`src/rtl/gpio_port_pkg.sv`:
```
package gpio_port_pkg;
    localparam int ADDR_W = 2;

    typedef enum logic [ADDR_W-1:0] {
        REG_PORT  = 2'd0,
        REG_DIR   = 2'd1,
        REG_RSVD2 = 2'd2,
        REG_RSVD3 = 2'd3
    } gpio_reg_e;
endpackage

```
`src/rtl/gpio_sync.sv`:
```
module gpio_sync #(
    parameter int W      = 6,
    parameter int STAGES = 2
) (
    input  logic         clk,
    input  logic         rst_n,
    input  logic [W-1:0] d,
    output logic [W-1:0] q
);
    logic [W-1:0] chain [STAGES];

    always_ff @(posedge clk or negedge rst_n) begin
        if (!rst_n) begin
            for (int s = 0; s < STAGES; s++) chain[s] <= '0;
        end else begin
            chain[0] <= d;
            for (int s = 1; s < STAGES; s++) chain[s] <= chain[s-1];
        end
    end

    assign q = chain[STAGES-1];
endmodule

```
`src/rtl/gpio_regs.sv`:
```
module gpio_regs
    import gpio_port_pkg::*;
#(
    parameter int PINS   = 6,
    parameter int DATA_W = 8
) (
    input  logic              clk,
    input  logic              rst_n,
    input  logic              wr,
    input  logic [ADDR_W-1:0] addr,
    input  logic [DATA_W-1:0] wdata,
    output logic [PINS-1:0]   out_q,
    output logic [PINS-1:0]   dir_q
);
    gpio_reg_e sel;
    logic      wr_port;
    logic      wr_dir;
    logic      wdata_hi_unused;

    assign sel             = gpio_reg_e'(addr);
    assign wr_port         = wr && (sel == REG_PORT);
    assign wr_dir          = wr && (sel == REG_DIR);
    assign wdata_hi_unused = ^wdata[DATA_W-1:PINS];

    always_ff @(posedge clk or negedge rst_n) begin
        if (!rst_n) begin
            out_q <= '0;
            dir_q <= '1;
        end else begin
            if (wr_port) out_q <= wdata[PINS-1:0];
            if (wr_dir)  dir_q <= wdata[PINS-1:0];
        end
    end
endmodule

```
`src/rtl/gpio_drive.sv`:
```
module gpio_drive #(
    parameter int PINS    = 6,
    parameter int IN_ONLY = 3
) (
    input  logic [PINS-1:0] dir_q,
    input  logic [PINS-1:0] out_q,
    output logic [PINS-1:0] pad_out,
    output logic [PINS-1:0] pad_oe
);
    logic dir_fixed_unused;

    assign pad_out = out_q;

    for (genvar i = 0; i < PINS; i++) begin : g_pin
        if (i == IN_ONLY) begin : g_fixed_in
            assign pad_oe[i] = 1'b0;
        end else begin : g_bidir
            assign pad_oe[i] = ~dir_q[i];
        end
    end

    assign dir_fixed_unused = dir_q[IN_ONLY];
endmodule

```
`src/rtl/gpio_port.sv`:
```
module gpio_port
    import gpio_port_pkg::*;
#(
    parameter int PINS        = 6,
    parameter int DATA_W      = 8,
    parameter int IN_ONLY     = 3,
    parameter int SYNC_STAGES = 2
) (
    input  logic              clk,
    input  logic              rst_n,
    input  logic              bus_wr,
    input  logic [ADDR_W-1:0] bus_addr,
    input  logic [DATA_W-1:0] bus_wdata,
    output logic [DATA_W-1:0] bus_rdata,
    input  logic [PINS-1:0]   pin_in,
    output logic [PINS-1:0]   pad_out,
    output logic [PINS-1:0]   pad_oe
);
    logic [PINS-1:0] out_q;
    logic [PINS-1:0] dir_q;
    logic [PINS-1:0] pin_sync;
    gpio_reg_e       rd_sel;

    gpio_sync #(.W(PINS), .STAGES(SYNC_STAGES)) u_sync (
        .clk   (clk),
        .rst_n (rst_n),
        .d     (pin_in),
        .q     (pin_sync)
    );

    gpio_regs #(.PINS(PINS), .DATA_W(DATA_W)) u_regs (
        .clk   (clk),
        .rst_n (rst_n),
        .wr    (bus_wr),
        .addr  (bus_addr),
        .wdata (bus_wdata),
        .out_q (out_q),
        .dir_q (dir_q)
    );

    gpio_drive #(.PINS(PINS), .IN_ONLY(IN_ONLY)) u_drive (
        .dir_q   (dir_q),
        .out_q   (out_q),
        .pad_out (pad_out),
        .pad_oe  (pad_oe)
    );

    assign rd_sel = gpio_reg_e'(bus_addr);

    always_comb begin
        bus_rdata = '0;
        unique case (rd_sel)
            REG_PORT:  bus_rdata[PINS-1:0] = pin_sync;
            REG_DIR:   bus_rdata[PINS-1:0] = dir_q;
            REG_RSVD2,
            REG_RSVD3: bus_rdata = '0;
            default:   bus_rdata = '0;
        endcase
    end
endmodule

```
`config.mk`:
```
export PLATFORM = sky130hd
export DESIGN_NAME = gpio_port
export DESIGN_NICKNAME = d
export VERILOG_FILES = /design/src/rtl/gpio_port_pkg.sv /design/src/rtl/gpio_sync.sv /design/src/rtl/gpio_regs.sv /design/src/rtl/gpio_drive.sv /design/src/rtl/gpio_port.sv
export SDC_FILE = /design/constraint.sdc
export NUM_CORES = 1
export LEC_CHECK = 0
export ABC_AREA = 0
export BUFFER_PORTS_ARGS = -buffer_cell sky130_fd_sc_hd__buf_4
export CORE_MARGIN = 5
export CORE_UTILIZATION = 40
export CTS_BUF_LIST = sky130_fd_sc_hd__clkbuf_16
export DETAILED_ROUTE_END_ITERATION = 6
export HOLD_SLACK_MARGIN = 0.05
export PLACE_DENSITY = 0.69
export SLEW_MARGIN = 30
export SYNTH_ARGS = -nofsm -noshare
export SYNTH_HDL_FRONTEND = slang
export SYNTH_SLANG_ARGS = --single-unit
```
`constraint.sdc`:
```
create_clock -name clk -period 2.09 [get_ports clk]
set_input_delay 0.627 -clock clk [delete_from_list [all_inputs] [get_ports clk]]
set_output_delay 0.627 -clock clk [all_outputs]
set_load 0.02 [all_outputs]
```
# Word-level counts from Yosys, hierarchy flattened
# Cells that the tools add are included.
# W data, S select, Z words.
# totals
register_bits,24
inputBits,19
out_inout_bits,20
# classes
n_bitwise,5
eq_ne,3
muxes,1
n_reduce_logical,4
# ops
operator,n
$pmux W6 S3,1
$not A1 Y1,5
$eq A2 B2 Y1 const B,2
$eq A2 B1 Y1 const B,1
$logic_and A1 B1 Y1,2
$logic_not A2 Y1,1
$reduce_or A2 Y1,1

# Depth between registers and ports, before layout
# Gate-level depths: netlist of run 1.
# logic_depth
depth_word,3
mapped_depth,3
depth_no_buf,2

# Modules after synthesis
# Synthesis of run 1 repeated with hierarchy kept, for this count alone.
# unflattened
cells_unflattened,73
hier_area_um2,1006.0
# modules_own_cells
mod,area_per_inst_um2,cells_each,n_inst,seq_area_each_um2
gpio_regs,473.0,26,1,307.8
gpio_sync,345.3,18,1,300.3
gpio_port,112.6,16,1,0.0
gpio_drive,75.1,13,1,0.0

# Least setup slack after synthesis of run 1
# Ideal clock, no wire load.
# synth_path
kind,input-to-output
startpoint,input bus_addr[0]
endpoint,output bus_rdata[0]
path_stages,3
slack_ns,0.308
arrival_ns,1.155
n_path_buf,1
path_cell_list,buf_6 -> mux2i_1 -> nor2_1
# synth_via
elab_chain_cells,3
# synth_lines
item,line,rtl
start: declaration,gpio_port.sv:12,"input logic [ADDR_W-1:0] bus_addr,"
$eq A2 B2 Y1,gpio_port.sv:52,unique case (rd_sel)
$reduce_or A2 Y1,gpio_port.sv:52,
$pmux W6 S3 (*),gpio_port.sv:52,
end: declaration,gpio_port.sv:14,"output logic [DATA_W-1:0] bus_rdata,"
# Every way passes the cells marked *; elsewhere a longest branch is shown, timed or not.

# Final worst setup path of run 1
# layout_path
startpoint,input bus_addr[0]
endpoint,output bus_rdata[1]
# The elaborated chain is that of the path after synthesis.

==> reports/results.tsv, run 1 <==
metric	value	unit
comb_power_share	19.9	%
cpPeakStageDelay	0.23	ns
netlist.area_leader.share	48.3	%
p_int	1.05	mW
grt_pass1_wl	2860	um
totalWireLength	1760	um
avgViaCountPerCell	4.60	
synth_commonest_cells	18 x dfrtp_1, 12 x mux2_2, 6 x dfstp_2, 6 x mux2i_1, 6 x nor2_1	
cts_sinks	24	
grtUsageMet2	19.1	%
drv_slew	0	
powerDensity	1070	mW/mm^2
drt_iter0_drc	7	
crit_top_cell	buf_4	
die_y	58.3	um
diodes	0	
place_inst	119	
status	finished, final reports clean	
fin_util	58.0	%
synth.most_common_cell	dfrtp_1	
die-area	0.00340	mm^2
start_kind	input pin	
syn_area_per_cell	15.3	um^2
rows	17	
hold_viol	0	
drive_gt1_share	60.0	%
hold_buffers	0	
clk_latency	0.25	ns
htreeDepth	1	
required	1.46	ns
maxCapViolations	0	
seqPwrFrac	41.2	%
grt_overflow	0	
timing.final.crit_share	91.4	%
ys_types	11	
end_kind	output port	
seqCellArea	608	um^2
initial_core_util	42.1	%
hold_path.class	in2async	
use_met1	13.3	%
final_nets	115	
fin_tns_setup	0	ns
io_pins	39	
wl_per_cell	14.3	um
area_growth	37.6	%
clkTransAtPathRegs	0.06	ns
cts.path.max_buffers	2	
place_congestion	0.661	
top_usage_layer	met2	
ir_worst_vdd	0.685	mV
multiInputGateArea	268	um^2
route.vias.total	566	
drt-pass1-iter-count	2	
synthArstFlopShare	100	%
antenna_found_initial	0	
cts_setup_buffers	0	
p_clk_share	38.9	%
yosys.area.top_type	dfrtp_1	
yosysSeqAreaShare	65.2	%
synth_cells	61	
period_minus_slack	1.91	ns
drcViolationCount	0	
arrival	1.28	ns
final_cells	123	
die_width	58.3	um
critical_path_class	in2out	
numCtsBuffers	3	
syn_area	932	um^2
rsz0062_at_grt	no	
power	1.37	mW
port_buffers	33	
grt_max_degree	25	
dp_hpwl	1240	um
cts_resized	0	
grtUsageTotal	11.8	%
power.net_switching	0.322	mW
fmax	524	MHz
setup_viol	0	
yosys_warnings	0	
synth_ff_type	dfrtp_1	
grt_util_met3	4.45	%
grt_pass1_vias	597	
cp_max_fo	8	
hold_slack	0.259	ns
synth_enable_flop_cells	0	
switching_share	23.5	%
crit_path_cell_trace	buf_4, mux2i_1, nor2_1, buf_4	
synth_seq_cells	24	
synth.area.top_cells	dfrtp_1 48%, dfstp_2 17%, mux2_2 14%	
power_leakage	0.637	nW
drt.antenna.violating_nets	0	
finClkSkew	0.00154	ns
tritoncts	built	
root_buffer	clkbuf_16	
coreArea	0.00221	mm^2
fill_cells	191	
slowest_stage	mux2i_1	
[power by group through the flow]
stage	clock, mW	sequential [mW]	combinational (mW)
after floorplan	0	0.595	0.129
after global placement	0	0.570	0.272
after detailed placement	0	0.573	0.276
after CTS	0.540	0.566	0.279
after global routing	0.565	0.573	0.295
final	0.534	0.565	0.273
[worst max-delay path: cells and delay by family]
family	cells	cell delay (ns)
AND/OR/NAND/NOR	1	0.08
buffers and inverters	2	0.34
multiplexers	1	0.23
[registers in the layout (all words and copies together), names as in the netlist]
register / flops
u_sync.q: 6
u_regs.dir_q: 6
u_regs.out_q: 6
u_sync.chain: 6
[stage by stage]
stage | setup WS, ns | instance area, um^2
5_1_grt | 0.125 | 1280
4_1_cts | 0.159 | 1280
3_5_place_dp | 0.225 | 1180
3_3_place_gp | 0.233 | 1180
2_1_floorplan | 0.308 | 940
6_report | 0.180 | 1280
[final cells by class]
class	count	area share (%)
sequential	24	47.4
multi-input combinational	29	20.9
timing repair buffer	33	19.3
clock buffer	3	5.85
tap	28	2.73
clock inverter	1	2.34
inverter	5	1.46
[metal layers]
metal  share of wire [%]  routed length (um)
met1                  36                 635
met2                  54                 945
met3                 9.0                 159
met4                 1.1                  19
met5                   0                   0
[logic make-up after synthesis]
group,count (synthesis),share of synthesized area [%]
buf+inv,10,6.85
flops,24,65.2
mux,18,20.9
other cells,1,0.402
simple gates,8,6.58
[placed cells by master (no fill, tap or decap), drive strengths merged]
cell,n
buf,33
dfrtp,18
mux2,12
mux2i,6
nor2,6
dfstp,6
inv,5
conb,3
clkbuf,3
nor3b,1
nand3b,1
bufinv,1
[worst paths after layout]
check	start	endpoint	slack [ns]	cells after the start
max	bus_addr[0]	bus_rdata[1]	0.18	4
min	rst_n	u_sync.q[5]$_DFF_PN0_	0.26	1
max reg2reg	u_regs.out_q[1]$_DFFE_PN0P_	u_regs.out_q[1]$_DFFE_PN0P_	1.34	1
min reg2reg	u_sync.chain[10]$_DFF_PN0_	u_sync.q[4]$_DFF_PN0_	0.35	0
max in group asynchronous	rst_n	u_regs.dir_q[5]$_DFFE_PN1P_	1.54	1
min in group clk	u_sync.chain[10]$_DFF_PN0_	u_sync.q[4]$_DFF_PN0_	0.35	0
(Power assumes the default switching activity.)
==> run 2, diff against run 1 <==
--- a/config.mk
+++ b/config.mk
@@ -9,7 +9,7 @@
 export BUFFER_PORTS_ARGS = -buffer_cell sky130_fd_sc_hd__buf_4
 export CORE_MARGIN = 5
 export CORE_UTILIZATION = 40
-export CTS_BUF_LIST = sky130_fd_sc_hd__clkbuf_16
+export CTS_BUF_LIST = sky130_fd_sc_hd__clkbuf_8
 export DETAILED_ROUTE_END_ITERATION = 6
 export HOLD_SLACK_MARGIN = 0.05
 export PLACE_DENSITY = 0.69
==> run 2 against run 1 <==
Effect of this change: sequential cell count unchanged; first-iteration DRC count increased by 140%; sequential share of layout area increased by 1.3 points; largest power group unchanged; critical path depth unchanged; design area decreased by 2.6%; register-to-register slack about the same; highest routed layer unchanged; hold slack got worse by 0.020 ns; critical endpoint is now bus_rdata[4]; die area unchanged; non-clock buffer count unchanged.
==> reports/results.tsv, run 2 (synthesized netlist as in run 1, its figures left out) <==
metric	value	unit	change
final_nets	115		unchanged
cts.path.max_buffers	2		unchanged
seqCellArea	608	um^2	unchanged
dp_slack	0.225	ns	unchanged
drcViolationCount	0		unchanged
end_kind	output port		
switching_share	25.1	%	+1.6 points
die-area	0.00340	mm^2	unchanged
setup_viol	0		unchanged
fill_cells	200		+4.7%
diodes	0		unchanged
drv_slew	0		unchanged
place_congestion	0.661		unchanged
io_pins	39		unchanged
hold_buffers	0		unchanged
clkTransAtPathRegs	0.08	ns	+0.02 ns
setup_slack	0.233	ns	+0.0532 ns
hold_viol	0		unchanged
fmax	539	MHz	+2.9%
cts_setup_buffers	0		unchanged
cp_max_fo	8		unchanged
period_minus_slack	1.86	ns	-0.0532 ns
power.net_switching	0.310	mW	-3.8%
seqPwrFrac	45.7	%	+4.5 points
drt.antenna.violating_nets	0		unchanged
coreArea	0.00221	mm^2	unchanged
dp_hpwl	1240	um	unchanged
p_clk_share	32.3	%	-6.6 points
numCtsBuffers	3		unchanged
timing.final.crit_share	88.9	%	-2.5 points
required	1.46	ns	about the same
multiInputGateArea	268	um^2	unchanged
root_buffer	clkbuf_8		
drt-pass1-iter-count	4		+2
drive_gt1_share	60.0	%	unchanged
final_cells	123		unchanged
antenna_found_initial	0		unchanged
die_y	58.3	um	unchanged
p_int	0.925	mW	-12%
ir_worst_vdd	0.610	mV	-11%
hold_path.class	in2async		
clk_latency	0.26	ns	about the same
grt_pass1_vias	599		+0.34%
cts_sinks	24		unchanged
port_buffers	33		unchanged
die_width	58.3	um	unchanged
ff2ff_path_depth	1		unchanged
cts_resized	0		unchanged
area_growth	34.0	%	
comb_power_share	22.0	%	+2.1 points
start_kind	input pin		
power_leakage	0.622	nW	-2.4%
rsz0062_at_grt	no		
place_inst	119		unchanged
grtUsageTotal	11.3	%	-0.47 points
tritoncts	built		
finClkSkew	0.00134	ns	-0.000192 ns
initial_core_util	42.1	%	unchanged
layout_common_cells	33 x buf_4, 18 x dfrtp_1, 12 x mux2_2		
htreeDepth	1		unchanged
grt_max_degree	25		unchanged
totalWireLength	1690	um	-3.7%
final_common_cell	buf_4		
fin_tns_setup	0	ns	unchanged
grt_pass1_wl	2810	um	-1.7%
dpl_cell_area	0.00118	mm^2	unchanged
avgViaCountPerCell	4.60		unchanged
powerDensity	989	mW/mm^2	-7.6%
critical_path_class	in2out		
arrival	1.23	ns	-0.05 ns
status	finished, final reports clean		
design_area	0.00125	mm^2	-2.6%
fin_util	56.4	%	-1.5 points
route.vias.total	566		unchanged
maxCapViolations	0		unchanged
rows	17		unchanged
grt_overflow	0		unchanged
wl_per_cell	13.8	um	-3.7%
drt_iter0_drc	17		+10
-- run 2: cell count changes in the layout (fill, tap and decap cells not counted) --
cell	before	now
clkbuf_16	3	0
clkbuf_8	0	3
-- run 2: through the flow --
stage | hold WS [ns] | power (mW)
after floorplan | 0.331 | 0.724
after global placement | 0.332 | 0.842
after detailed placement | 0.335 | 0.849
after CTS | 0.246 | 1.25
after global routing | 0.258 | 1.29
final | 0.239 | 1.23
-- run 2: metal layers --
metal | up-vias | wire length, um | track usage [%]
met1 | 280 | 604 | 12.9
met3 | 5 | 164 | 4.45
met5 | - | 0 | 0
met2 | 23 | 894 | 18.5
met4 | 0 | 31 | 4.97
li1 | 258 | - | -
-- run 2: power groups by stage --
stage	sequential (mW)	clock (mW)	combinational (mW)
2_1_floorplan	0.595	0	0.129
3_3_place_gp	0.570	0	0.272
3_5_place_dp	0.573	0	0.276
4_1_cts	0.565	0.407	0.277
5_1_grt	0.572	0.427	0.294
6_report	0.564	0.399	0.271
-- run 2: area by class of cell --
class,instances,area share (%)
sequential,24,48.7
multi-input combinational,29,21.4
timing repair buffer,33,19.8
clock buffer,3,3.31
tap,28,2.81
clock inverter,1,2.40
inverter,5,1.50
-- run 2: final timing paths --
path                                        startpoint                           to  slack, ns
max in group asynchronous                        rst_n  u_regs.dir_q[5]$_DFFE_PN1P_       1.57
max                                        bus_addr[0]                 bus_rdata[4]       0.23
min                                              rst_n  u_regs.out_q[2]$_DFFE_PN0P_       0.24
min reg2reg                  u_sync.chain[9]$_DFF_PN0_        u_sync.q[3]$_DFF_PN0_       0.35
max reg2reg                u_regs.out_q[1]$_DFFE_PN0P_  u_regs.out_q[1]$_DFFE_PN0P_       1.34
min in group clk             u_sync.chain[9]$_DFF_PN0_        u_sync.q[3]$_DFF_PN0_       0.35
-- run 2: critical path, stage by stage --
cell and delay (ns):
buf_4 0.18, mux2i_1 0.21, nor2_1 0.06, buf_4 0.15
==> run 3, diff against run 2 <==
--- a/config.mk
+++ b/config.mk
@@ -6,13 +6,14 @@
 export NUM_CORES = 1
 export LEC_CHECK = 0
 export ABC_AREA = 0
-export BUFFER_PORTS_ARGS = -buffer_cell sky130_fd_sc_hd__buf_4
+export CORE_ASPECT_RATIO = 1.1
 export CORE_MARGIN = 5
 export CORE_UTILIZATION = 40
 export CTS_BUF_LIST = sky130_fd_sc_hd__clkbuf_8
 export DETAILED_ROUTE_END_ITERATION = 6
+export DONT_BUFFER_PORTS = 1
 export HOLD_SLACK_MARGIN = 0.05
-export PLACE_DENSITY = 0.69
+export RECOVER_POWER = 50
 export SLEW_MARGIN = 30
 export SYNTH_ARGS = -nofsm -noshare
 export SYNTH_HDL_FRONTEND = slang
==> run 3 against run 2 <==
Effect of this change: sequential share of layout area increased by 14 points; largest power group unchanged; clock skew increased by 0.0017 ns; setup slack improved by 0.024 ns; final cell count decreased by 24%; register-to-register slack got worse by 0.12 ns; design area decreased by 22%; critical endpoint is now bus_rdata[0]; clock-buffer cell count increased by 1; die area about the same.
==> reports/results.tsv, run 3 (synthesized netlist as in run 1, its figures left out) <==
metric	value	unit	change
avgViaCountPerCell	4.63		+0.71%
cts.path.max_buffers	2		unchanged
numCtsBuffers	3		unchanged
antenna_found_initial	0		unchanged
final_common_cell	dfrtp_1		
end_kind	output port		
status	finished, final reports clean		
die_width	56.0	um	-3.9%
rsz0062_at_grt	no		
diodes	0		unchanged
hold_viol	0		unchanged
htreeDepth	1		unchanged
hold_path.class	in2async		
grt_pass1_wl	2540	um	-9.6%
cts_resized	0		unchanged
port_buffers	0		-100%
start_kind	register		
cp_max_fo	3		-5
drcViolationCount	0		unchanged
hold_buffers	1		+1
grt_overflow	0		unchanged
crit_start	u_regs.dir_q[0]$_DFFE_PN1P_		
max_slew_margin	30.3	%	
maxCapViolations	0		unchanged
slowest_stage	dfstp_2		
r2r_setup_slack	1.22	ns	-0.12 ns
cts_sinks	24		unchanged
clk_latency	0.26	ns	about the same
tritoncts	built		
cp.depth	2		-2
fin_tns_setup	0	ns	unchanged
ff2ff_path_depth	1		unchanged
cpPeakStageDelay	0.55	ns	+0.34 ns
initial_core_util	41.8	%	-0.33 points
hold_slack	0.200	ns	-0.0399 ns
arrival	1.21	ns	-0.02 ns
drt-pass1-iter-count	5		+1
rows	18		+1
wl_per_cell	17.4	um	+27%
grt_max_degree	19		-24%
power_leakage	0.440	nW	-29%
worst_pin_slew	1.04	ns	
clkTransAtPathRegs	0.08	ns	about the same
grtUsageTotal	10.4	%	-0.86 points
cts_setup_buffers	0		unchanged
setup_viol	0		unchanged
drt_iter0_drc	11		-6
required	1.46	ns	about the same
period_minus_slack	1.83	ns	-0.0242 ns
critPathBufInv	0		-2
fmax	546	MHz	+1.3%
place_congestion	0.656		-0.73%
totalWireLength	1620	um	-4.3%
finClkSkew	0.00309	ns	+0.00174 ns
die-area	0.00340	mm^2	about the same
die_y	60.6	um	+4.0%
powerDensity	1060	mW/mm^2	+7.2%
layout_common_cells	18 x dfrtp_1, 12 x mux2_2, 6 x mux2i_1, 6 x nor2_1, 6 x dfstp_2		
drv_slew	0		unchanged
grt_pass1_vias	479		-20%
ir_worst_vdd	0.598	mV	-1.9%
root_buffer	clkbuf_8		
endpoint	bus_rdata[0]		
final_nets	83		-28%
r2r_end	u_regs.out_q[5]$_DFFE_PN0P_		
area_growth	4.43	%	
regToRegStartpoint	u_regs.out_q[5]$_DFFE_PN0P_		
io_pins	39		unchanged
cp_top_family	flip-flops		
timing.final.crit_share	87.7	%	-1.2 points
crit_path_cell_trace	mux2i_1, nor2_1		
drt.antenna.violating_nets	0		unchanged
coreArea	0.00223	mm^2	+0.79%
route.vias.total	431		-24%
critical_path_class	reg2out		
drive_gt1_share	34.9	%	-25 points
[run 3: cell types whose count changed in the layout (fill, tap and decap cells not counted)]
cell	change
nand3b_1	+1
clkbuf_8	+1
dlygate4sd3_1	+1
nand3b_4	-1
nor3b_1	+1
buf_4	-33
nor3b_4	-1
bufinv_16	-1
[run 3: area by class of cell]
type,instances,area (um^2)
tap,30,37.5
multi-input combinational,29,244
fill,220,1260
clock buffer,4,55.1
sequential,24,608
inverter,5,18.8
timing repair buffer,1,10.0
[run 3: where the power goes]
group | switching [mW] | internal, mW | total, mW
Sequential | 0.0608 | 0.536 | 0.597
Clock | 0.138 | 0.168 | 0.306
Combinational | 0.0795 | 0.0498 | 0.129
[run 3: worst min path at each step]
| stage | cells past startpoint | from | end | slack, ns |
|---|---|---|---|---|
| 2_1_floorplan | 0 | rst_n | u_regs.out_q[0]$_DFFE_PN0P_ | 0.33 |
| 6_report | 0 | rst_n | u_regs.dir_q[0]$_DFFE_PN1P_ | 0.20 |
| 5_1_grt | 0 | rst_n | u_regs.dir_q[1]$_DFFE_PN1P_ | 0.18 |
| 4_1_cts | 0 | rst_n | u_regs.dir_q[0]$_DFFE_PN1P_ | 0.19 |
| 3_5_place_dp | 0 | rst_n | u_sync.chain[8]$_DFF_PN0_ | 0.33 |
| 3_3_place_gp | 0 | rst_n | u_sync.chain[8]$_DFF_PN0_ | 0.33 |
[run 3: through the flow]
stage                     instances  instance area, um^2  util [%]  total power, mW  worst slack [ns]
after floorplan                  63                  940         -            0.724             0.308
after global placement           88                  932      41.8            0.728             0.399
after detailed placement         88                  932      41.8            0.733             0.389
after CTS                        93                  997      44.7             1.05             0.241
after global routing             93                  973      43.7             1.08             0.159
final                            93                  973      43.7             1.03             0.257
[run 3: per-layer routing]
metal,vias up,wire length [um],GRT usage (%)
li1,192,-,-
met1,212,723,13.6
met2,25,679,14.0
met3,2,210,5.74
met4,0,8,5.08
met5,-,0,0
